==> src/rtl/hdlc_tx_pkg.sv <==
package hdlc_tx_pkg;

  typedef enum logic [1:0] {
    ST_FLAG  = 2'd0,
    ST_DATA  = 2'd1,
    ST_FCS   = 2'd2,
    ST_ABORT = 2'd3
  } tx_state_e;

  localparam logic [7:0]  FLAG_BYTE  = 8'h7E;
  localparam logic [31:0] POLY16_REV = 32'h0000_A001;
  localparam logic [31:0] POLY32_REV = 32'hEDB8_8320;
  localparam int          RUN_LIMIT  = 5;
  localparam int          FIX_LEN    = 17;
  localparam logic [FIX_LEN-3:0] FIX_MATCH = 15'b011111011111100;
  localparam logic [FIX_LEN-3:0] FIX_REPL  = 15'b011111001111110;

endpackage

==> src/rtl/hdlc_tx_fcs.sv <==
module hdlc_tx_fcs
  import hdlc_tx_pkg::*;
#(
  parameter int W = 32
) (
  input  logic clk,
  input  logic rst_n,
  input  logic init_i,
  input  logic wide_i,
  input  logic upd_i,
  input  logic bit_i,
  input  logic shift_i,
  output logic out_o
);
  localparam logic [W-1:0] PRESET_N = W'(32'h0000_FFFF);
  localparam logic [W-1:0] PRESET_W = {W{1'b1}};

  logic [W-1:0] crc_q;
  logic [W-1:0] poly;
  logic         fb;

  assign poly  = wide_i ? W'(POLY32_REV) : W'(POLY16_REV);
  assign fb    = crc_q[0] ^ bit_i;
  assign out_o = ~crc_q[0];

  always_ff @(posedge clk) begin
    if (!rst_n)       crc_q <= '0;
    else if (init_i)  crc_q <= wide_i ? PRESET_W : PRESET_N;
    else if (upd_i)   crc_q <= (crc_q >> 1) ^ (fb ? poly : '0);
    else if (shift_i) crc_q <= crc_q >> 1;
  end


  preset_chk: assert property (@(posedge clk) disable iff (!rst_n)
    init_i |=> (crc_q == ($past(wide_i) ? PRESET_W : PRESET_N)));


  narrow_chk: assert property (@(posedge clk) disable iff (!rst_n)
    (!wide_i && !init_i && $past(!wide_i)) |-> (crc_q[W-1:16] == '0));

endmodule

==> src/rtl/hdlc_tx_fixup.sv <==
module hdlc_tx_fixup
  import hdlc_tx_pkg::*;
(
  input  logic clk,
  input  logic rst_n,
  input  logic bit_i,
  output logic bit_o
);
  logic [FIX_LEN-1:0] line_q;
  logic               hit;

  assign hit   = (line_q[FIX_LEN-3:0] == FIX_MATCH);
  assign bit_o = line_q[FIX_LEN-1];

  always_ff @(posedge clk) begin
    if (!rst_n)   line_q <= '0;
    else if (hit) line_q <= {line_q[FIX_LEN-2], FIX_REPL, bit_i};
    else          line_q <= {line_q[FIX_LEN-2:0], bit_i};
  end


  fix_once_chk: assert property (@(posedge clk) disable iff (!rst_n)
    hit |=> !hit);

endmodule

==> src/rtl/hdlc_flag_tx.sv <==
module hdlc_flag_tx
  import hdlc_tx_pkg::*;
#(
  parameter int ABORT_LEN = 8
) (
  input  logic       clk,
  input  logic       rst_n,
  input  logic       start_i,
  input  logic       abort_i,
  input  logic       fcs32_i,
  input  logic       in_valid,
  output logic       in_ready,
  input  logic [7:0] in_data,
  input  logic       in_last,
  output logic       tx_bit
);
  localparam int ACW = $clog2(ABORT_LEN + 1);

  tx_state_e      state_q;
  logic [4:0]     idx_q;
  logic [7:0]     sh_q;
  logic           last_q, mode32_q, pending_q, gap_q;
  logic [2:0]     ones_q;
  logic [ACW-1:0] acnt_q;

  logic in_frame, do_abort, do_stuff, flag_end, take, raw;
  logic fcs_init, fcs_upd, fcs_shift, fcs_wide, fcs_bit;
  logic [4:0] fcs_last;

  assign in_frame = (state_q == ST_DATA) || (state_q == ST_FCS);
  assign do_abort = in_frame && abort_i;
  assign do_stuff = in_frame && !abort_i && (ones_q == 3'(RUN_LIMIT));
  assign flag_end = (state_q == ST_FLAG) && (idx_q == 5'd7);
  assign fcs_last = mode32_q ? 5'd31 : 5'd15;

  assign in_ready = (flag_end && pending_q && !gap_q) ||
                    ((state_q == ST_DATA) && !do_abort && !do_stuff &&
                     (idx_q == 5'd7) && !last_q);
  assign take     = in_ready && in_valid;

  assign fcs_init  = take && (state_q == ST_FLAG);
  assign fcs_wide  = fcs_init ? fcs32_i : mode32_q;
  assign fcs_upd   = (state_q == ST_DATA) && !do_abort && !do_stuff;
  assign fcs_shift = (state_q == ST_FCS) && !do_abort && !do_stuff;

  always_comb begin
    unique case (state_q)
      ST_FLAG: raw = FLAG_BYTE[idx_q[2:0]];
      ST_DATA: raw = sh_q[idx_q[2:0]];
      ST_FCS:  raw = fcs_bit;
      default: raw = 1'b1;
    endcase
    if (do_abort)      raw = 1'b1;
    else if (do_stuff) raw = 1'b0;
  end

  hdlc_tx_fcs #(.W(32)) u_fcs (
    .clk    (clk),
    .rst_n  (rst_n),
    .init_i (fcs_init),
    .wide_i (fcs_wide),
    .upd_i  (fcs_upd),
    .bit_i  (raw),
    .shift_i(fcs_shift),
    .out_o  (fcs_bit)
  );

  hdlc_tx_fixup u_fix (
    .clk  (clk),
    .rst_n(rst_n),
    .bit_i(raw),
    .bit_o(tx_bit)
  );

  always_ff @(posedge clk) begin
    if (!rst_n) begin
      pending_q <= 1'b0;
      ones_q    <= '0;
    end else begin
      if (start_i)       pending_q <= 1'b1;
      else if (fcs_init) pending_q <= 1'b0;
      if (!in_frame || do_abort || do_stuff) ones_q <= '0;
      else                                   ones_q <= raw ? ones_q + 3'd1 : 3'd0;
    end
  end

  always_ff @(posedge clk) begin
    if (!rst_n) begin
      state_q  <= ST_FLAG;
      idx_q    <= '0;
      sh_q     <= '0;
      last_q   <= 1'b0;
      mode32_q <= 1'b0;
      gap_q    <= 1'b0;
      acnt_q   <= '0;
    end else begin
      unique case (state_q)
        ST_FLAG: begin
          idx_q <= idx_q + 5'd1;
          if (idx_q == 5'd7) begin
            idx_q <= '0;
            gap_q <= 1'b0;
            if (take) begin
              state_q  <= ST_DATA;
              sh_q     <= in_data;
              last_q   <= in_last;
              mode32_q <= fcs32_i;
            end
          end
        end
        ST_DATA, ST_FCS: begin
          if (do_abort) begin
            state_q <= ST_ABORT;
            acnt_q  <= ACW'(1);
            idx_q   <= '0;
          end else if (!do_stuff) begin
            idx_q <= idx_q + 5'd1;
            if (state_q == ST_DATA && idx_q == 5'd7) begin
              idx_q <= '0;
              if (last_q) state_q <= ST_FCS;
              else if (take) begin
                sh_q   <= in_data;
                last_q <= in_last;
              end else begin
                state_q <= ST_ABORT;
                acnt_q  <= '0;
              end
            end else if (state_q == ST_FCS && idx_q == fcs_last) begin
              idx_q   <= '0;
              state_q <= ST_FLAG;
              gap_q   <= 1'b1;
            end
          end
        end
        default: begin
          acnt_q <= acnt_q + ACW'(1);
          if (acnt_q == ACW'(ABORT_LEN - 1)) begin
            state_q <= ST_FLAG;
            idx_q   <= '0;
            gap_q   <= 1'b1;
          end
        end
      endcase
    end
  end


  ready_place_chk: assert property (@(posedge clk) disable iff (!rst_n)
    in_ready |-> (state_q == ST_FLAG || state_q == ST_DATA));


  stuff_hold_chk: assert property (@(posedge clk) disable iff (!rst_n)
    (in_frame && !abort_i && ones_q == 3'(RUN_LIMIT)) |=> $stable(idx_q));


  start_keep_chk: assert property (@(posedge clk) disable iff (!rst_n)
    start_i |=> pending_q);


  underrun_chk: assert property (@(posedge clk) disable iff (!rst_n)
    (state_q == ST_DATA && in_ready && !in_valid) |=> (state_q == ST_ABORT));


  abort_go_chk: assert property (@(posedge clk) disable iff (!rst_n)
    (in_frame && abort_i) |=> (state_q == ST_ABORT));


  gap_open_chk: assert property (@(posedge clk) disable iff (!rst_n)
    (state_q == ST_DATA && $past(state_q) == ST_FLAG) |-> !$past(gap_q));

endmodule

==> config.mk <==
export PLATFORM = sky130hd
export DESIGN_NAME = hdlc_flag_tx
export DESIGN_NICKNAME = d
export VERILOG_FILES = /design/src/rtl/hdlc_tx_pkg.sv /design/src/rtl/hdlc_tx_fcs.sv /design/src/rtl/hdlc_tx_fixup.sv /design/src/rtl/hdlc_flag_tx.sv
export SDC_FILE = /design/constraint.sdc
export NUM_CORES = 1
export LEC_CHECK = 0
export BUFFER_PORTS_ARGS = -buffer_cell sky130_fd_sc_hd__buf_2
export CORE_ASPECT_RATIO = 0.7
export CORE_MARGIN = 4
export CORE_UTILIZATION = 35
export DETAILED_ROUTE_END_ITERATION = 12
export PLACE_DENSITY = 0.52
export SETUP_SLACK_MARGIN = 0.4
export SYNTH_ARGS = -nofsm -noshare
export SYNTH_HDL_FRONTEND = slang
export SYNTH_SLANG_ARGS = --single-unit
==> constraint.sdc <==
create_clock -name clk -period 2.25 [get_ports clk]
set_input_delay 0.3375 -clock clk [delete_from_list [all_inputs] [get_ports clk]]
set_output_delay 0.3375 -clock clk [all_outputs]
set_load 0.02 [all_outputs]
Yosys cells after proc, flatten, opt, wreduce, memory -nomap -nowiden
Memory sizes are Yosys's and may differ from the RTL's. A register that Yosys moved wholly into a read port is not among the register bits.
Index checks and enable logic that the tools add are counted.
- multiplexer cells: 64
- bitwise gates (word level): 6
- order comparisons: 1
- $add $sub $neg: 3
- equality and inequality tests: 21
- reductions and logical operators: 41
- operators with widths (kind ; number):
    $mux W32 ; 6
    $mux W8 ; 6
    $mux W5 ; 7
    $xor A31 B32 Y32 ; 1
    $reduce_and A6 Y1 ; 4
    $mux W1 ; 20
    $mux W4 ; 5
    $mux W2 ; 9
    $logic_and A1 B1 Y1 ; 16
    $ne A2 B2 Y1 const B ; 8
    $pmux W8 S2 ; 1
    $eq A15 B14 Y1 const B ; 1
    $mux W15 ; 1
    $ne A3 B3 Y1 const B ; 4
    $pmux W5 S2 ; 1
    $pmux W4 S2 ; 1
    $logic_not A1 Y1 ; 6
    $mux W3 ; 2
    $reduce_bool A3 Y1 ; 2
    $add A5 B1 Y5 const B ; 1
    $eq A5 B3 Y1 const B ; 1
    $eq A5 B5 Y1 ; 1
    $ne A5 B5 Y1 const B ; 1
    $reduce_and A5 Y1 ; 1
    21 further kinds ; 30
- input port bits: 15
- memories kept: 1
- register bits after elaboration: 75
- word-level logic and storage cells: 149
- output and inout bits: 2
- bits in read-only memories: 8
- memories (memory ; words ; width ; read ports ; clocked after Yosys merged registers in ; write ports ; line ; text):
    (no name shown) ; 8 ; 1 ; 1 ; 1 ; 0 ; hdlc_flag_tx.sv:48 ; ST_FLAG: raw = FLAG_BYTE[idx_q[2:0]];

Depth between registers and ports, before layout
- depth after elaboration: 17
- gate-level depth with buffers: 11

Modules after synthesis
A second synthesis with hierarchy kept.
- cells, all modules: 418
- area, all modules: 3802.4 sq um
- modules (own cells, without submodules) (module ; instances ; area each (sq um) ; cells each ; sequential area each (sq um)):
    hdlc_flag_tx ; 1 ; 1731.7 ; 196 ; 540.5
    hdlc_tx_fcs ; 1 ; 1574.0 ; 181 ; 640.6
    hdlc_tx_fixup ; 1 ; 496.7 ; 41 ; 340.3

Worst setup path after synthesis
OpenSTA, ideal clock, no wires.
- path type: flip-flop to flip-flop
- from: reg state_q[0]
- to: reg u_fcs.crc_q[5]
- period minus slack after synthesis: 2.217 ns
- cell stages (with the launch flop): 10
- arrival: 2.114 ns
- buffers on the path: 2
- setup time: 0.103 ns
- path slack: 0.033 ns
- data required time: 2.147 ns
- path through: dfxtp_1 inv_1 ha_1 buf_2 a21oi_4 o211ai_1 a21o_1 buf_4 nand2_2 a2111oi_2
- word-level cells in the longest chain between the ends: 17
- elaborated cells on any way between the ends: 32
- those cells by class: eq/ne: 2; mux: 8; bitwise: 2; reduce/logical: 20
- ends and longest elaborated chain (item ; line ; text):
    start, declared ; hdlc_flag_tx.sv:19 ; tx_state_e state_q;
    start signal, assigned ; hdlc_flag_tx.sv:89 ; state_q <= ST_FLAG;
    start signal, assigned ; hdlc_flag_tx.sv:104 ; state_q <= ST_DATA;
    start signal, assigned ; hdlc_flag_tx.sv:113 ; state_q <= ST_ABORT;
    $eq A2 B1 Y1 or $eq A2 B2 Y1 (tied branches) ; n/a ;
    $logic_or A1 B1 Y1 ; hdlc_flag_tx.sv:30 ; assign in_frame = (state_q == ST_DATA) || (state_q == ST_FCS);
    $logic_and A1 B1 Y1, on equally long branches ; hdlc_flag_tx.sv:31, hdlc_flag_tx.sv:32 ;
    $logic_not A1 Y1 or $logic_and A1 B1 Y1 (tied branches) ; n/a ;
    $logic_and A1 B1 Y1 or $logic_not A1 Y1 (tied branches) ; n/a ;
    $logic_and A1 B1 Y1 ; hdlc_flag_tx.sv:37, hdlc_flag_tx.sv:43 ;
    $logic_and A1 B1 Y1 ; hdlc_flag_tx.sv:37 ; ((state_q == ST_DATA) && !do_abort && !do_stuff &&
    $logic_and A1 B1 Y1 ; hdlc_flag_tx.sv:38 ; (idx_q == 5'd7) && !last_q);
    $logic_or A1 B1 Y1 ; hdlc_flag_tx.sv:36 ; assign in_ready = (flag_end && pending_q && !gap_q) ||
    $logic_and A1 B1 Y1 ; hdlc_flag_tx.sv:39 ; assign take = in_ready && in_valid;
    $logic_and A1 B1 Y1 ; hdlc_flag_tx.sv:41 ; assign fcs_init = take && (state_q == ST_FLAG);
    $mux W1 ; hdlc_flag_tx.sv:42 ; assign fcs_wide = fcs_init ? fcs32_i : mode32_q;
    $mux W32 ; hdlc_tx_fcs.sv:22 ; assign poly = wide_i ? W'(POLY32_REV) : W'(POLY16_REV);
    $mux W32 ; hdlc_tx_fcs.sv:29 ; else if (upd_i) crc_q <= (crc_q >> 1) ^ (fb ? poly : '0);
    $xor A31 B32 Y32 ; hdlc_tx_fcs.sv:29 ;
    $mux W32 ; hdlc_tx_fcs.sv:29 ;
    $mux W32 ; hdlc_tx_fcs.sv:28 ; else if (init_i) crc_q <= wide_i ? PRESET_W : PRESET_N;
    end signal, assigned ; hdlc_tx_fcs.sv:28 ;
    end signal, assigned ; hdlc_tx_fcs.sv:29 ;
    end signal, assigned ; hdlc_tx_fcs.sv:30 ; else if (shift_i) crc_q <= crc_q >> 1;
    end, declared ; hdlc_tx_fcs.sv:18 ; logic [W-1:0] crc_q;
Parallel ways exist; a longest one is shown, timed or not.
A chain may end at the register's enable or synchronous reset.

Worst setup path after layout
- from: reg ones_q[1]
- to: reg sh_q[4]
- word-level cells in the longest chain between the ends: 14
- elaborated cells on any way between the ends: 17
- those cells by class: eq/ne: 2; mux: 7; reduce/logical: 8
- ends and longest elaborated chain (item ; line ; text):
    start, declared ; hdlc_flag_tx.sv:23 ; logic [2:0] ones_q;
    start signal, assigned ; hdlc_flag_tx.sv:83 ; else ones_q <= raw ? ones_q + 3'd1 : 3'd0;
    $eq A3 B3 Y1 * ; hdlc_flag_tx.sv:32 ; assign do_stuff = in_frame && !abort_i && (ones_q == 3'(RUN_LIMIT));
    $logic_and A1 B1 Y1 * ; hdlc_flag_tx.sv:32 ;
    $logic_not A1 Y1 ; n/a ;
    $logic_and A1 B1 Y1 (2 in series) ; hdlc_flag_tx.sv:37 ;
    $logic_and A1 B1 Y1 ; hdlc_flag_tx.sv:38 ;
    $logic_or A1 B1 Y1 ; hdlc_flag_tx.sv:36 ;
    $logic_and A1 B1 Y1 ; hdlc_flag_tx.sv:39 ;
    $mux W8 (5 in series) ; n/a ;
    $pmux W8 S2 ; n/a ;
    end signal, assigned ; hdlc_flag_tx.sv:105 ; sh_q <= in_data;
    end signal, assigned ; hdlc_flag_tx.sv:122 ; sh_q <= in_data;
    end, declared ; hdlc_flag_tx.sv:21 ; logic [7:0] sh_q;
Mark *: on every way between the ends. The rest lies on a longest branch, timed or not. The select of a mux whose other input is x is not followed.

==> impl.org <==
** Run status
- Run status :: complete, no violations

** Clock network
- Clock tree from TritonCTS :: done
- The clock reaches the later pin of the worst-skew pair after 0.34 ns.
- The longest clock path from root to sink contains 2 buffers.
- The H-tree generated during clock tree synthesis spans 3 levels.
- Clock-pin slew was measured on the worst setup and hold paths at 0.06 ns.
- Root buffer cell :: sky130_fd_sc_hd__clkbuf_16
- Number of buffers created by CTS :: 9
- Counting every sink on the clock net gives 76.

** Floorplan
- Die W :: 131 um
- Row generation in the floorplan step produced 31 rows.
- Starting density of the core :: 35.9%
- From bottom edge to top edge, the die measures 94.2 um.
- Number of primary I/O pins :: 17
- The floorplan step defined a core boundary enclosing 0.0104 sq mm.
- Die area :: 0.0124 sq mm

** Job
- Number of max-cap violations :: 0

** STA
- Setup violations remaining at the end of the flow were counted as 0.
- Slew margin rel. :: 71.0%
- Period utilisation layout :: 93.3%
- Post-route setup slack :: 0.151 ns
- The count of endpoints failing hold in the final timing report is 0.
- For the pin with the worst max-slew slack, the measured transition is 0.432 ns.
- Setup repair after global routing could not meet its margin everywhere.
- The worst path needs 2.10 ns of the cycle, external delays included.
- Static timing analysis puts the maximum clock frequency at 0.477 GHz.
- For the final routed database, the setup TNS stands at 0 ns.
- On the final layout, the worst clock skew is 0.00919 ns.
- Fin. max-slew vios :: 0

** Yosys
- Ranked by instance count, the synthesized netlist is headed by 76 x sky130_fd_sc_hd__dfxtp_1, 47 x sky130_fd_sc_hd__nand2_1, 38 x sky130_fd_sc_hd__nor2_1.
- The number of nets handed over by synthesis was 457.
- After synthesis the netlist holds a flip-flop and latch count of 76.
- In the synthesized netlist, mux cells make up 4.04% of the area.
- Synthesized instance count :: 434
- Post-synthesis simple-gate area fraction :: 23.7%
- In this run, synthesis inferred 0 flip-flops with an integrated enable.
- Post-Synth Adder-Cell Area :: 2.69%
- In this run the cell area of the synthesized design comes to 0.00372 sq mm.
- Main combinational cell family by area after synthesis :: simple AND/OR/NAND/NOR gates
- Leading post-synthesis cells by cell area :: sky130_fd_sc_hd__dfxtp_1 41%, sky130_fd_sc_hd__a31oi_1 5.0%, sky130_fd_sc_hd__nand2_1 4.7%, sky130_fd_sc_hd__mux2i_1 4.0%, sky130_fd_sc_hd__nor2_1 3.8%
- Biggest area consumer among synthesized cells :: sky130_fd_sc_hd__dfxtp_1
- By instance count, the leading cell after synthesis is sky130_fd_sc_hd__dfxtp_1.
- Per-instance average area after synthesis :: 8.57 sq um
- Async set-reset flop share out of synthesis :: 0%
- Counting distinct cell types in the post-synthesis netlist gives 58.
- Post-synthesis sequential area ratio :: 40.9%
- Share of the synthesized netlist area taken by xor and xnor gates :: 1.41%
- Summed over its instances, the top area cell type makes up 40.9% of the synthesized netlist area.
- Ys Warns :: 0
- Dominant synthesized flop cell :: sky130_fd_sc_hd__dfxtp_1
- Summing the areas of all compound-gate instances in the mapped netlist gives 21.8% of the synthesized area.

** Detailed routing
- Dividing the detail-routed wire length by the instance count gives 16.6 um.
- Violation count after the first detailed-route iteration :: 180
- The count of nets left with antenna violations once routing finished came out at 0.
- DRC violation count after routing :: 0
- Overall via count from detail_route :: 3574
- Total wire length :: 10800 um
- After detailed routing, the number of vias per cell comes to 5.51.
- Number of optimization iterations in the first detailed-route pass :: 5

** Worst setup path
- CP max FO :: 8
- Path type of the worst setup path :: reg -> reg
- The endpoint identified for the worst register-to-register timing path is sh_q[4].
- STA classifies the critical path startpoint as a register.
- Critical Path Max Stage Delay :: 0.33 ns
- At the worst endpoint, the arrival time is 2.31 ns.
- Cell chain of the critical path :: inv_2 > ha_4 > a21o_4 > buf_6 > buf_4 > o21a_4 > a2111oi_4 > buf_12 > mux2i_1 > nor2_1
- For the worst setup path, the data required time is 2.46 ns.
- Worst flop-to-flop path startpoint :: ones_q[1]
- Crit-path slowest cell :: sky130_fd_sc_hd__dfxtp_2
- R2R cell count :: 10
- STA classifies the critical path endpoint as a register.
- The worst register-to-register path has a setup slack of 0.15 ns.

** Placed design
- After detailed placement, the total cell area comes to 0.00414 sq mm.
- Number of buffers inserted by port buffering :: 16
- Routability-driven placement finished with a final weighted congestion of 0.876.
- Placed Instances :: 580
- HPWL after DPL :: 6370 um
- Setup Slack @ Placement :: 0.0359 ns

** Min path
- In this run the most critical hold path is launched from start_i.
- The worst hold path terminates at pending_q.
- Instance count along the most critical hold path :: 3
- Worst hold-check path type :: in -> reg

** Layout
- Area of the multi-input gates :: 0.00251 sq mm
- Share of layout cells above drive strength 1 :: 39.7%
- Final standard cell count with taps included and fillers excluded :: 649
- 0 antenna diodes ended up in the layout.
- Layout overhead on the synthesized area :: 48.3%
- Post-route cell area :: 0.00551 sq mm
- Fill cells :: 922
- Final-stage net count :: 535
- Registers take 0.00153 sq mm.

** Pwr
- IR analysis of the VDD net gives a maximum drop of 0.000627 V.
- Net switching is 24.3% of the power.
- Clk network pwr share :: 46.3%
- Summed over all nets, the switching power comes to 0.000887 W.
- Of the total power, registers draw 38.9%.
- Internal :: 0.00276 W
- For this design the static power due to leakage is 2.06 nW.
- Per report_power, the combinational group accounts for 14.8% of the total.
- Power density relative to cell area :: 661 mW/mm^2
- Sum of internal, switching and leakage power :: 0.00365 W

** Global route
- The first global-routing pass estimated 17000 um of wire.
- After global routing the overflow that remains totals 0.
- Antenna violations before repair :: 0
- Maximum number of pins on one net before global-route repair :: 39
- Vias in the first global route :: 3341
- In the global route stage, overall resource usage came out at 16.9%.
==> placed cells by master (no fill, tap or decap), drive strengths merged, types with 3 or more instances in the layout <==
master	count
nor3	18
o211ai	6
o21ai	15
nand3	21
nand2b	3
o221ai	7
inv	11
o21a	4
mux2i	15
a211oi	5
bufinv	3
nor2b	5
nor4	9
clkbuf	10
o31ai	4
o2111a	3
and2	17
xor2	3
xnor2	3
clkinv	3
ha	8
a21oi	15
buf	97
nor2	38
nand2	48
a31oi	30
nand4	10
dfxtp	76
a2111oi	4
==> timing repair <==
action / in CTS / in global routing
endpoints found under the setup margin: 45 / 50
pin swaps: 32 / 39
resized for setup: 78 / 51
setup buffers: 30 / 21
cloned: 2 / 0
hold buffers: 0 / 0
endpoints found under the hold margin: 0 / 0
==> worst max path at each step <==
stage / startpoint / endpoint / slack, ns / depth (start not counted)
global placement: state_q[0] / u_fcs.crc_q[24] / 0.06 / 8
global route: state_q[0] / state_q[1] / 0.08 / 10
floorplan: state_q[1] / sh_q[7] / 0.15 / 8
detailed placement: idx_q[0] / u_fcs.crc_q[24] / 0.04 / 8
CTS: ones_q[1] / in_ready / 0.15 / 8
finish: ones_q[1] / sh_q[4] / 0.15 / 10
==> layer usage <==
layer  share of wire, %  up-vias  global-route usage (%)  routed length, um
met4                1.2        0                    4.37                133
met2                 46       85                    25.4               4940
met5                  0        -                       0                  0
met1                 48     1725                    24.0               5160
met3                4.9       15                    4.18                528
li1                   -     1749                       -                  -
==> cell type report <==
type                    instances  area share (%)
flip-flops and latches         76            27.8
inverters                      11           0.840
repair buffers                 99            16.4
clock buffers                  10            4.33
well taps                     132            3.00
clock inverters                 6            2.00
multi-input cells             315            45.6
==> metrics by stage <==
step	hold slack, ns	utilization, %
2_1_floorplan	0.408	-
3_3_place_gp	0.425	39.9
3_5_place_dp	0.422	39.9
4_1_cts	0.215	49.2
5_1_grt	0.235	53.2
6_report	0.223	53.2
==> critical path: cells and delay by family (launching register included) <==
| kind | cells | cell delay (ns) |
|---|---|---|
| mux | 1 | 0.19 |
| buf+inv | 4 | 0.50 |
| fa+ha+maj | 1 | 0.15 |
| flops | 1 | 0.33 |
| compound gates | 3 | 0.75 |
| simple gates | 1 | 0.05 |
==> cells by family (layout without fill, tap and decap cells) <==
kind of cell,after synthesis,after routing
AO/OA/AOI/OAI,107,107
multiplexers,15,15
buffers and inverters,43,126
AND/OR/NAND/NOR,179,179
flip-flops,76,76
XOR/XNOR,6,6
adder cells (fa/ha/maj),8,8
==> sequential cells by signal, indices dropped and copies added (netlist names), named ones only <==
register / count
sh_q: 8
last_q: 1
u_fix.line_q: 17
mode32_q: 1
state_q: 2
u_fcs.crc_q: 32
ones_q: 3
idx_q: 5
gap_q: 1
acnt_q: 4
pending_q: 1
==> power groups by stage <==
| stage | Clock [W] | Sequential, W | Combinational (W) |
|---|---|---|---|
| floorplan | 0 | 0.00144 | 0.000258 |
| global placement | 0 | 0.00145 | 0.000350 |
| detailed placement | 0 | 0.00145 | 0.000355 |
| CTS | 0.00172 | 0.00141 | 0.000461 |
| global route | 0.00179 | 0.00142 | 0.000584 |
| finish | 0.00169 | 0.00142 | 0.000541 |
Power figures use the tool's default switching activity.
